### config.mk
export PLATFORM = sky130hd
export DESIGN_NAME = sar_seq_ctrl
export DESIGN_NICKNAME = d
export VERILOG_FILES = /design/src/rtl/sar_seq_pkg.sv /design/src/rtl/sar_strobe_edge.sv /design/src/rtl/sar_step_timer.sv /design/src/rtl/sar_approx_reg.sv /design/src/rtl/sar_seq_ctrl.sv
export SDC_FILE = /design/constraint.sdc
export NUM_CORES = 1
export LEC_CHECK = 0
export CAP_MARGIN = 10
export CORE_MARGIN = 4
export CORE_UTILIZATION = 36
export CTS_CLUSTER_SIZE = 16
export DETAILED_ROUTE_END_ITERATION = 12
export SLEW_MARGIN = 20
export SYNTH_ARGS = -nofsm -noshare
export SYNTH_HDL_FRONTEND = slang
export SYNTH_SLANG_ARGS = --single-unit
### constraint.sdc
create_clock -name clk -period 2.75 [get_ports clk]
set_input_delay 0.55 -clock clk [delete_from_list [all_inputs] [get_ports clk]]
set_output_delay 0.55 -clock clk [all_outputs]
set_load 0.02 [all_outputs]
### src/rtl/sar_seq_pkg.sv
package sar_seq_pkg;

    localparam int SAR_BITS    = 12;
    localparam int SAR_CYC_BIT = 2;

    typedef enum logic [1:0] {
        ST_IDLE  = 2'd0,
        ST_TRIAL = 2'd1,
        ST_LATCH = 2'd2
    } seq_state_e;

    typedef struct packed {
        logic start;  // load MSB trial
        logic step;   // resolve current bit
        logic clear;  // return code to zero
        logic keep;   // decision for current bit
    } sar_ctl_t;

endpackage

### src/rtl/sar_strobe_edge.sv
module sar_strobe_edge (
    input  logic clk,
    input  logic rst,
    input  logic cs_n,
    input  logic rc_n,
    output logic strobe_low,
    output logic strobe_fall
);
    logic strobe;
    logic strobe_q;

    assign strobe = cs_n | rc_n;

    always_ff @(posedge clk) begin
        if (rst) strobe_q <= 1'b1;
        else     strobe_q <= strobe;
    end

    assign strobe_low  = ~strobe;
    assign strobe_fall = strobe_q & ~strobe;
endmodule

### src/rtl/sar_step_timer.sv
module sar_step_timer #(
    parameter int NBITS       = sar_seq_pkg::SAR_BITS,
    parameter int CYC_PER_BIT = sar_seq_pkg::SAR_CYC_BIT
) (
    input  logic                     clk,
    input  logic                     rst,
    input  logic                     clear,
    input  logic                     run,
    output logic                     step_done,
    output logic                     last_bit,
    output logic [$clog2(NBITS)-1:0] bit_idx
);
    localparam int CW = (CYC_PER_BIT > 1) ? $clog2(CYC_PER_BIT) : 1;
    localparam int IW = $clog2(NBITS);
    localparam logic [CW-1:0] CNT_LAST = CW'(CYC_PER_BIT - 1);
    localparam logic [IW-1:0] IDX_TOP  = IW'(NBITS - 1);

    logic [CW-1:0] cnt;

    always_ff @(posedge clk) begin
        if (rst || clear) begin
            cnt     <= '0;
            bit_idx <= IDX_TOP;
        end else if (run) begin
            if (cnt == CNT_LAST) begin
                cnt <= '0;
                if (bit_idx != '0) bit_idx <= bit_idx - IW'(1);
            end else begin
                cnt <= cnt + CW'(1);
            end
        end
    end

    assign step_done = run && (cnt == CNT_LAST);
    assign last_bit  = (bit_idx == '0);
endmodule

### src/rtl/sar_approx_reg.sv
module sar_approx_reg #(
    parameter int NBITS = sar_seq_pkg::SAR_BITS
) (
    input  logic                     clk,
    input  logic                     rst,
    input  sar_seq_pkg::sar_ctl_t    ctl,
    input  logic [$clog2(NBITS)-1:0] bit_idx,
    output logic [NBITS-1:0]         code
);
    localparam int IW = $clog2(NBITS);
    localparam logic [NBITS-1:0] MSB_ONLY = {1'b1, {(NBITS-1){1'b0}}};

    always_ff @(posedge clk) begin
        if (rst) begin
            code <= '0;
        end else if (ctl.start) begin
            code <= MSB_ONLY;
        end else if (ctl.clear) begin
            code <= '0;
        end else if (ctl.step) begin
            code[bit_idx] <= ctl.keep;
            if (bit_idx != '0) code[bit_idx - IW'(1)] <= 1'b1;
        end
    end
endmodule

### src/rtl/sar_seq_ctrl.sv
module sar_seq_ctrl #(
    parameter int NBITS       = sar_seq_pkg::SAR_BITS,
    parameter int CYC_PER_BIT = sar_seq_pkg::SAR_CYC_BIT
) (
    input  logic             clk,
    input  logic             rst,
    input  logic             cs_n,
    input  logic             rc_n,
    input  logic             pwrdn,
    input  logic             cmp_ge,
    output logic             busy_o,
    output logic [NBITS-1:0] trial_o,
    output logic [NBITS-1:0] result_o,
    output logic             load_o
);
    import sar_seq_pkg::*;

    localparam int IW = $clog2(NBITS);

    seq_state_e      st, st_nxt;
    logic            strobe_low, strobe_fall;
    logic            step_done, last_bit;
    logic [IW-1:0]   bit_idx;
    logic [NBITS-1:0] code;
    logic            start_go, abort;
    sar_ctl_t        ctl;

    sar_strobe_edge u_edge (
        .clk         (clk),
        .rst         (rst),
        .cs_n        (cs_n),
        .rc_n        (rc_n),
        .strobe_low  (strobe_low),
        .strobe_fall (strobe_fall)
    );

    // Start from idle on a fresh edge, or restart from the latch cycle on a held-low strobe
    assign start_go = !pwrdn &&
                      (((st == ST_IDLE) && strobe_fall) ||
                       ((st == ST_LATCH) && strobe_low));
    assign abort    = (st == ST_TRIAL) && pwrdn;

    sar_step_timer #(.NBITS(NBITS), .CYC_PER_BIT(CYC_PER_BIT)) u_timer (
        .clk       (clk),
        .rst       (rst),
        .clear     (start_go),
        .run       (st == ST_TRIAL),
        .step_done (step_done),
        .last_bit  (last_bit),
        .bit_idx   (bit_idx)
    );

    always_comb begin
        ctl.start = start_go;
        ctl.step  = step_done && !abort;
        ctl.clear = abort || ((st == ST_LATCH) && !start_go);
        ctl.keep  = cmp_ge;
    end

    sar_approx_reg #(.NBITS(NBITS)) u_sar (
        .clk     (clk),
        .rst     (rst),
        .ctl     (ctl),
        .bit_idx (bit_idx),
        .code    (code)
    );

    always_comb begin
        st_nxt = st;
        unique case (st)
            ST_IDLE:  if (start_go) st_nxt = ST_TRIAL;
            ST_TRIAL: begin
                if (abort)                      st_nxt = ST_IDLE;
                else if (step_done && last_bit) st_nxt = ST_LATCH;
            end
            ST_LATCH: st_nxt = start_go ? ST_TRIAL : ST_IDLE;
            default:  st_nxt = ST_IDLE;
        endcase
    end

    always_ff @(posedge clk) begin
        if (rst) st <= ST_IDLE;
        else     st <= st_nxt;
    end

    always_ff @(posedge clk) begin
        if (rst)                 result_o <= '0;
        else if (st == ST_LATCH) result_o <= code;
    end

    assign busy_o  = (st == ST_IDLE);
    assign load_o  = (st == ST_LATCH);
    assign trial_o = code;
endmodule

==> results.json, run 1 <==
{
  "status": "completed",
  "antenna_cells": 0,
  "maxSlewHeadroom_pct": 63.1,
  "grt_pass1_vias": 1351,
  "start_util_pct": 37.2,
  "area_delta_synth_final_pct": 29.5,
  "fill_cells": 455,
  "cp.depth": 3,
  "ys_ff_latch": 32,
  "grt_pass1_wl_um": 6580,
  "die-area_mm2": 0.00560,
  "p_leak_uw": 0.000765,
  "globalplace.congestion": 0.862,
  "max_slew.worst_pin.slew_ns": 0.552,
  "firstDrtPassIters": 4,
  "cp_slowest_cell": "clkdlybuf4s50_1",
  "ctsHoldBuffers": 0,
  "clk_latency_ns": 0.28,
  "top_layer": "met4",
  "clkTransAtPathRegs_ns": 0.07,
  "synth_top_area_share_pct": 39.8,
  "crit_family": "buffers and inverters",
  "fin_setup_tns_ns": 0,
  "place.detailed.hpwl_um": 2910,
  "netlist_area_mm2": 0.00161,
  "cts_resized": 0,
  "path_buf_inv": 2,
  "crit_end": "load_o",
  "slew_violations": 0,
  "clock-sinks": 32,
  "rsz0062_at_grt": "no",
  "power.density_mw_per_mm2": 485,
  "drc": 0,
  "area.sequential_um2": 641,
  "first_iter_violations": 73,
  "numCtsBuffers": 5,
  "grt_usage_pct": 15.3,
  "worstPathCellList": "nand2b_1 -> inv_2 -> clkdlybuf4s50_1",
  "layout_common_cells": "43 x nand2_1, 32 x dfxtp_1, 31 x clkdlybuf4s50_1, 24 x a21oi_1, 14 x nor2_1",
  "multiInputGateArea_um2": 880,
  "row_count": 24,
  "final_common_cell": "nand2_1",
  "yosysWarnings": 0,
  "fin_crit_sh_pct": 83.8,
  "postCtsSetupBuffers": 0,
  "grt_overflow_total": 0,
  "wl_per_cell_um": 13.9,
  "regToRegEndpoint": "u_sar.code[2]$_SDFFE_PP0P_",
  "timing.critical_path.arrival_ns": 1.76,
  "worstSetupPathType": "reg2out",
  "drive_gt1_share_pct": 6.36,
  "die_w_um": 74.8,
  "root_buffer": "clkbuf_8",
  "port_buffers": 31,
  "crit_start": "st[0]$_SDFFE_PP0P_",
  "grt_max_degree": 20,
  "yosysSeqAreaShare_pct": 39.8,
  "postRouteAntennaNets": 0,
  "hold_class": "reg2reg",
  "antenna_found_initial": 0,
  "drt-total-wl_um": 4010,
  "wl_met3_um": 225,
  "reg2reg_depth": 7,
  "coreArea_mm2": 0.00432,
  "cpPeakStageDelay_ns": 0.66,
  "worstPathMaxFanout": 15,
  "finalPower_uw": 1010,
  "crit_path_end_kind": "primary output",
  "synth-async-reset-ratio_pct": 0,
  "vias": 1523,
  "r2r_slack_ns": 0.65,
  "synth_cell_types": 38,
  "clk_path_buf_depth": 2,
  "final_net_count": 247,
  "hold-worst-slack_ns": 0.454,
  "fin_worst_skew_ns": 0.00617,
  "wl_met2_um": 1750,
  "cts_tree": "yes",
  "crit_required_ns": 2.20,
  "ios": 32,
  "synth_area_leaders": "dfxtp_1 40%, nand2_1 10%, a21oi_1 7.5%, mux2i_1 5.6%, ha_1 4.7%",
  "finalCriticalPeriod_ns": 2.31,
  "synth.net_count": 218,
  "setup_viol": 0,
  "max_freq_mhz": 434,
  "r2r-start": "u_timer.bit_idx[0]$_SDFFE_PP1P_",
  "synthCells": 206,
  "vias_per_cell": 5.29,
  "maxCapViolations": 0,
  "die-height_um": 74.8,
  "synth-edff-count": 0,
  "hold_viol": 0,
  "critical_path.startpoint_type": "flip-flop",
  "synth_top_cell_by_area": "dfxtp_1",
  "vdd_ir_drop_max_mv": 0.266,
  "avgSynthCellArea_um2": 7.80,
  "synth_flop_cell": "dfxtp_1",
  "wl_met1_um": 2000,
  "htree_levels": 2
}
area by class of cell:
cell class | instances | area share (%)
Clock inverter | 1 | 1.44
Tap cell | 52 | 3.12
Sequential cell | 32 | 30.8
Clock buffer | 7 | 4.63
Timing Repair Buffer | 34 | 16.0
Inverter | 10 | 1.80
Multi-Input combinational cell | 152 | 42.2
worst min path at each step:
stage                           endpoint                       from  slack [ns]  cells past startpoint
2_1_floorplan   result_o[0]$_SDFFE_PP0P_   result_o[0]$_SDFFE_PP0P_        0.53                      2
3_3_place_gp    result_o[3]$_SDFFE_PP0P_   result_o[3]$_SDFFE_PP0P_        0.44                      2
3_5_place_dp   result_o[11]$_SDFFE_PP0P_  result_o[11]$_SDFFE_PP0P_        0.45                      2
4_1_cts         result_o[0]$_SDFFE_PP0P_   result_o[0]$_SDFFE_PP0P_        0.46                      2
5_1_grt         result_o[6]$_SDFFE_PP0P_   result_o[6]$_SDFFE_PP0P_        0.47                      2
6_report        result_o[8]$_SDFFE_PP0P_   result_o[8]$_SDFFE_PP0P_        0.45                      2
worst register-to-register path, stage by stage, from the launching register on:
cell and delay, ns:
dfxtp_1 0.49, inv_1 0.13, ha_1 0.41, nor3_1 0.39, nand2_1 0.09, o21ai_0 0.10, nand2b_1 0.15, o32ai_1 0.25
metal layers:
metal	up-vias	global-route usage, %
met1	707	22.1
met4	0	4.74
met2	37	22.0
met5	-	0
met3	5	4.54
li1	774	-
per-stage QoR:
stage	cells	instance area [um^2]	util (%)	setup WS (ns)
floorplan	206	1610	-	1.14
global placement	280	1960	45.2	0.419
detailed placement	280	1960	45.2	0.355
CTS	288	2080	48.1	0.419
global route	288	2080	48.1	0.344
finish	288	2080	48.1	0.445
synthesized netlist by cell type (all sizes together) (3+ instances only):
cell and count:
mux2i 9, ha 6, o21ai 3, dfxtp 32, nor2 14, a21oi 24, a311oi 3, nor3 6
nand3 7, nand2b 4, a31oi 4, nand2 43, o22ai 5, buf 3, inv 10, clkbuf 9
power by group:
part	leakage (uW)	switching [uW]	internal (uW)	total, uW
sequential	0.000258	4.83	467	472
clock	0.0000645	172	320	492
combinational	0.000442	24.6	20.7	45.3
total	0.000765	202	807	1010
kinds of logic (layout without fill, tap and decap cells):
logic type	count (synthesis)	in the layout	share of synthesized area, %
DFF	32	32	39.8
muxes	9	9	5.60
xor gates and xnor gates	2	2	1.09
buffers and inverters	22	52	5.45
adders and majority gates	6	6	4.67
and+or+nand+nor	85	85	24.0
AOI/OAI and AO/OA	50	50	19.3
state kept, by name, summed over array words and instances, names as in the netlist:
signal           flops
u_timer.bit_idx      4
u_timer.cnt          1
st                   2
u_edge.strobe_q      1
u_sar.code          12
result_o            12
Power figures use the tool's default switching activity.
==> run 2, diff against run 1 <==
==> constraint.sdc (replaced) <==
create_clock -name clk -period 2.29 [get_ports clk]
set_input_delay 0.458 -clock clk [delete_from_list [all_inputs] [get_ports clk]]
set_output_delay 0.458 -clock clk [all_outputs]
set_load 0.02 [all_outputs]
==> run 2 against run 1 <==
Combinational power is 23% higher. Critical path depth is 4 higher. Power is 15% higher. Final cell count is 1.7% higher. Sequential share of layout area is 0.31 points lower. Setup slack worse by 0.18 ns. Largest cell class unchanged. Largest power group is now sequential cells.
==> results.json, run 2 (synthesis gave the netlist of run 1 again) <==
{
  "setup_viol": 0,
  "drt-total-wl_um": 4080,
  "postRouteAntennaNets": 0,
  "maxCapViolations": 0,
  "final_common_cell": "nand2_1",
  "largest_registers": "result_o (12), u_sar.code (12), u_timer.bit_idx (4)",
  "first_iter_violations": 55,
  "postCtsSetupBuffers": 0,
  "place_ws_ns": 0.109,
  "drive_gt1_share_pct": 7.88,
  "fin_ws_ns": 0.267,
  "numCtsBuffers": 5,
  "area_delta_synth_final_pct": 30.8,
  "die-area_mm2": 0.00560,
  "antenna_cells": 0,
  "worstSetupPathType": "reg2reg",
  "timing.critical_path.arrival_ns": 2.21,
  "fin_crit_sh_pct": 88.3,
  "coreArea_mm2": 0.00432,
  "layout_common_cells": "43 x nand2_1, 32 x dfxtp_1, 30 x clkdlybuf4s50_1, 24 x a21oi_1, 14 x nor2_1",
  "max_freq_mhz": 494,
  "final_net_count": 252,
  "start_util_pct": 37.2,
  "maxSlewHeadroom_pct": 61.7,
  "crit_path_end_kind": "flip-flop",
  "drc": 0,
  "htree_levels": 2,
  "multiInputGateArea_um2": 880,
  "vdd_ir_drop_max_mv": 0.257,
  "grt_overflow_total": 0,
  "port_buffers": 31,
  "root_buffer": "clkbuf_8",
  "row_count": 24,
  "clk_path_buf_depth": 2,
  "power.density_mw_per_mm2": 553,
  "firstDrtPassIters": 6,
  "die-height_um": 74.8,
  "rsz0062_at_grt": "no",
  "die_w_um": 74.8,
  "ios": 32,
  "fin_util_pct": 48.6,
  "max_slew.worst_pin.slew_ns": 0.570,
  "finalCriticalPeriod_ns": 2.02,
  "status": "completed",
  "hold_viol": 0,
  "grt_max_degree": 20,
  "ctsHoldBuffers": 0,
  "critical_path.startpoint_type": "flip-flop",
  "fill_cells": 463,
  "fin_setup_tns_ns": 0,
  "globalplace.congestion": 0.913,
  "cts_resized": 0,
  "fin_worst_skew_ns": 0.00311,
  "area.sequential_um2": 641,
  "p_leak_uw": 0.000797,
  "worstPathMaxFanout": 8,
  "grt_pass1_vias": 1437,
  "clkTransAtPathRegs_ns": 0.07,
  "place.detailed.hpwl_um": 2950,
  "hold_class": "reg2reg",
  "crit_required_ns": 2.48,
  "grt_pass1_wl_um": 6710,
  "slew_violations": 0,
  "wl_per_cell_um": 13.9,
  "clk_latency_ns": 0.28,
  "vias_per_cell": 5.27,
  "antenna_found_initial": 0,
  "cts_tree": "yes",
  "finalPower_uw": 1160,
  "clock-sinks": 32,
  "vias": 1544,
  "grt_usage_pct": 15.7
}
-- run 2: cell count changes in the layout (fill, tap and decap cells not counted), sizes merged --
cell and delta:
dlymetal6s2s +1, clkinv +1, clkdlybuf4s50 -1, buf +5
clkbuf -1
-- run 2: area by class of cell --
type	count	share of cell area, %
Tap cell	52	3.09
Clock buffer	6	3.45
Multi-Input combinational cell	152	41.8
Sequential cell	32	30.5
Inverter	10	1.78
Clock inverter	2	1.67
Timing Repair Buffer	39	17.7
-- run 2: routing by layer --
| metal | part of all wire (%) | GRT usage, % | routed length (um) | up-vias |
|---|---|---|---|---|
| li1 | - | - | - | 780 |
| met1 | 50 | 21.1 | 2030 | 703 |
| met2 | 44 | 23.7 | 1790 | 48 |
| met3 | 3.9 | 3.34 | 159 | 13 |
| met4 | 2.5 | 8.30 | 100 | 0 |
| met5 | 0 | 0 | 0 | - |
-- run 2: where the power goes --
part	switching [uW]	leakage [uW]	internal, uW	total [uW]
Sequential	5.65	0.000258	560	566
Combinational	29.7	0.000484	26.1	55.8
Clock	219	0.0000552	323	541
-- run 2: path summary, 6_finish.rpt --
kind                                    from                    endpoint  slack, ns  depth (start not counted)
min reg2reg        result_o[11]$_SDFFE_PP0P_   result_o[11]$_SDFFE_PP0P_       0.45                          2
min                result_o[11]$_SDFFE_PP0P_   result_o[11]$_SDFFE_PP0P_       0.45                          2
max          u_timer.bit_idx[1]$_SDFFE_PP1P_  u_sar.code[2]$_SDFFE_PP0P_       0.27                          7
max reg2reg  u_timer.bit_idx[1]$_SDFFE_PP1P_  u_sar.code[2]$_SDFFE_PP0P_       0.27                          7
-- run 2: through the flow --
step	hold WS [ns]	cells	instance area, um^2
floorplan	0.535	206	1610
CTS	0.456	293	2100
global route	0.476	293	2100
detailed placement	0.446	285	1990
global placement	0.442	285	1990
finish	0.453	293	2100
-- run 2: worst max-delay path, stage by stage, from the launching register on --
cell      delay (ns)
dfxtp_1         0.44
inv_1           0.13
ha_1            0.30
nor3_1          0.45
nand2_1         0.10
o21ai_0         0.10
nand2b_1        0.16
o32ai_1         0.26
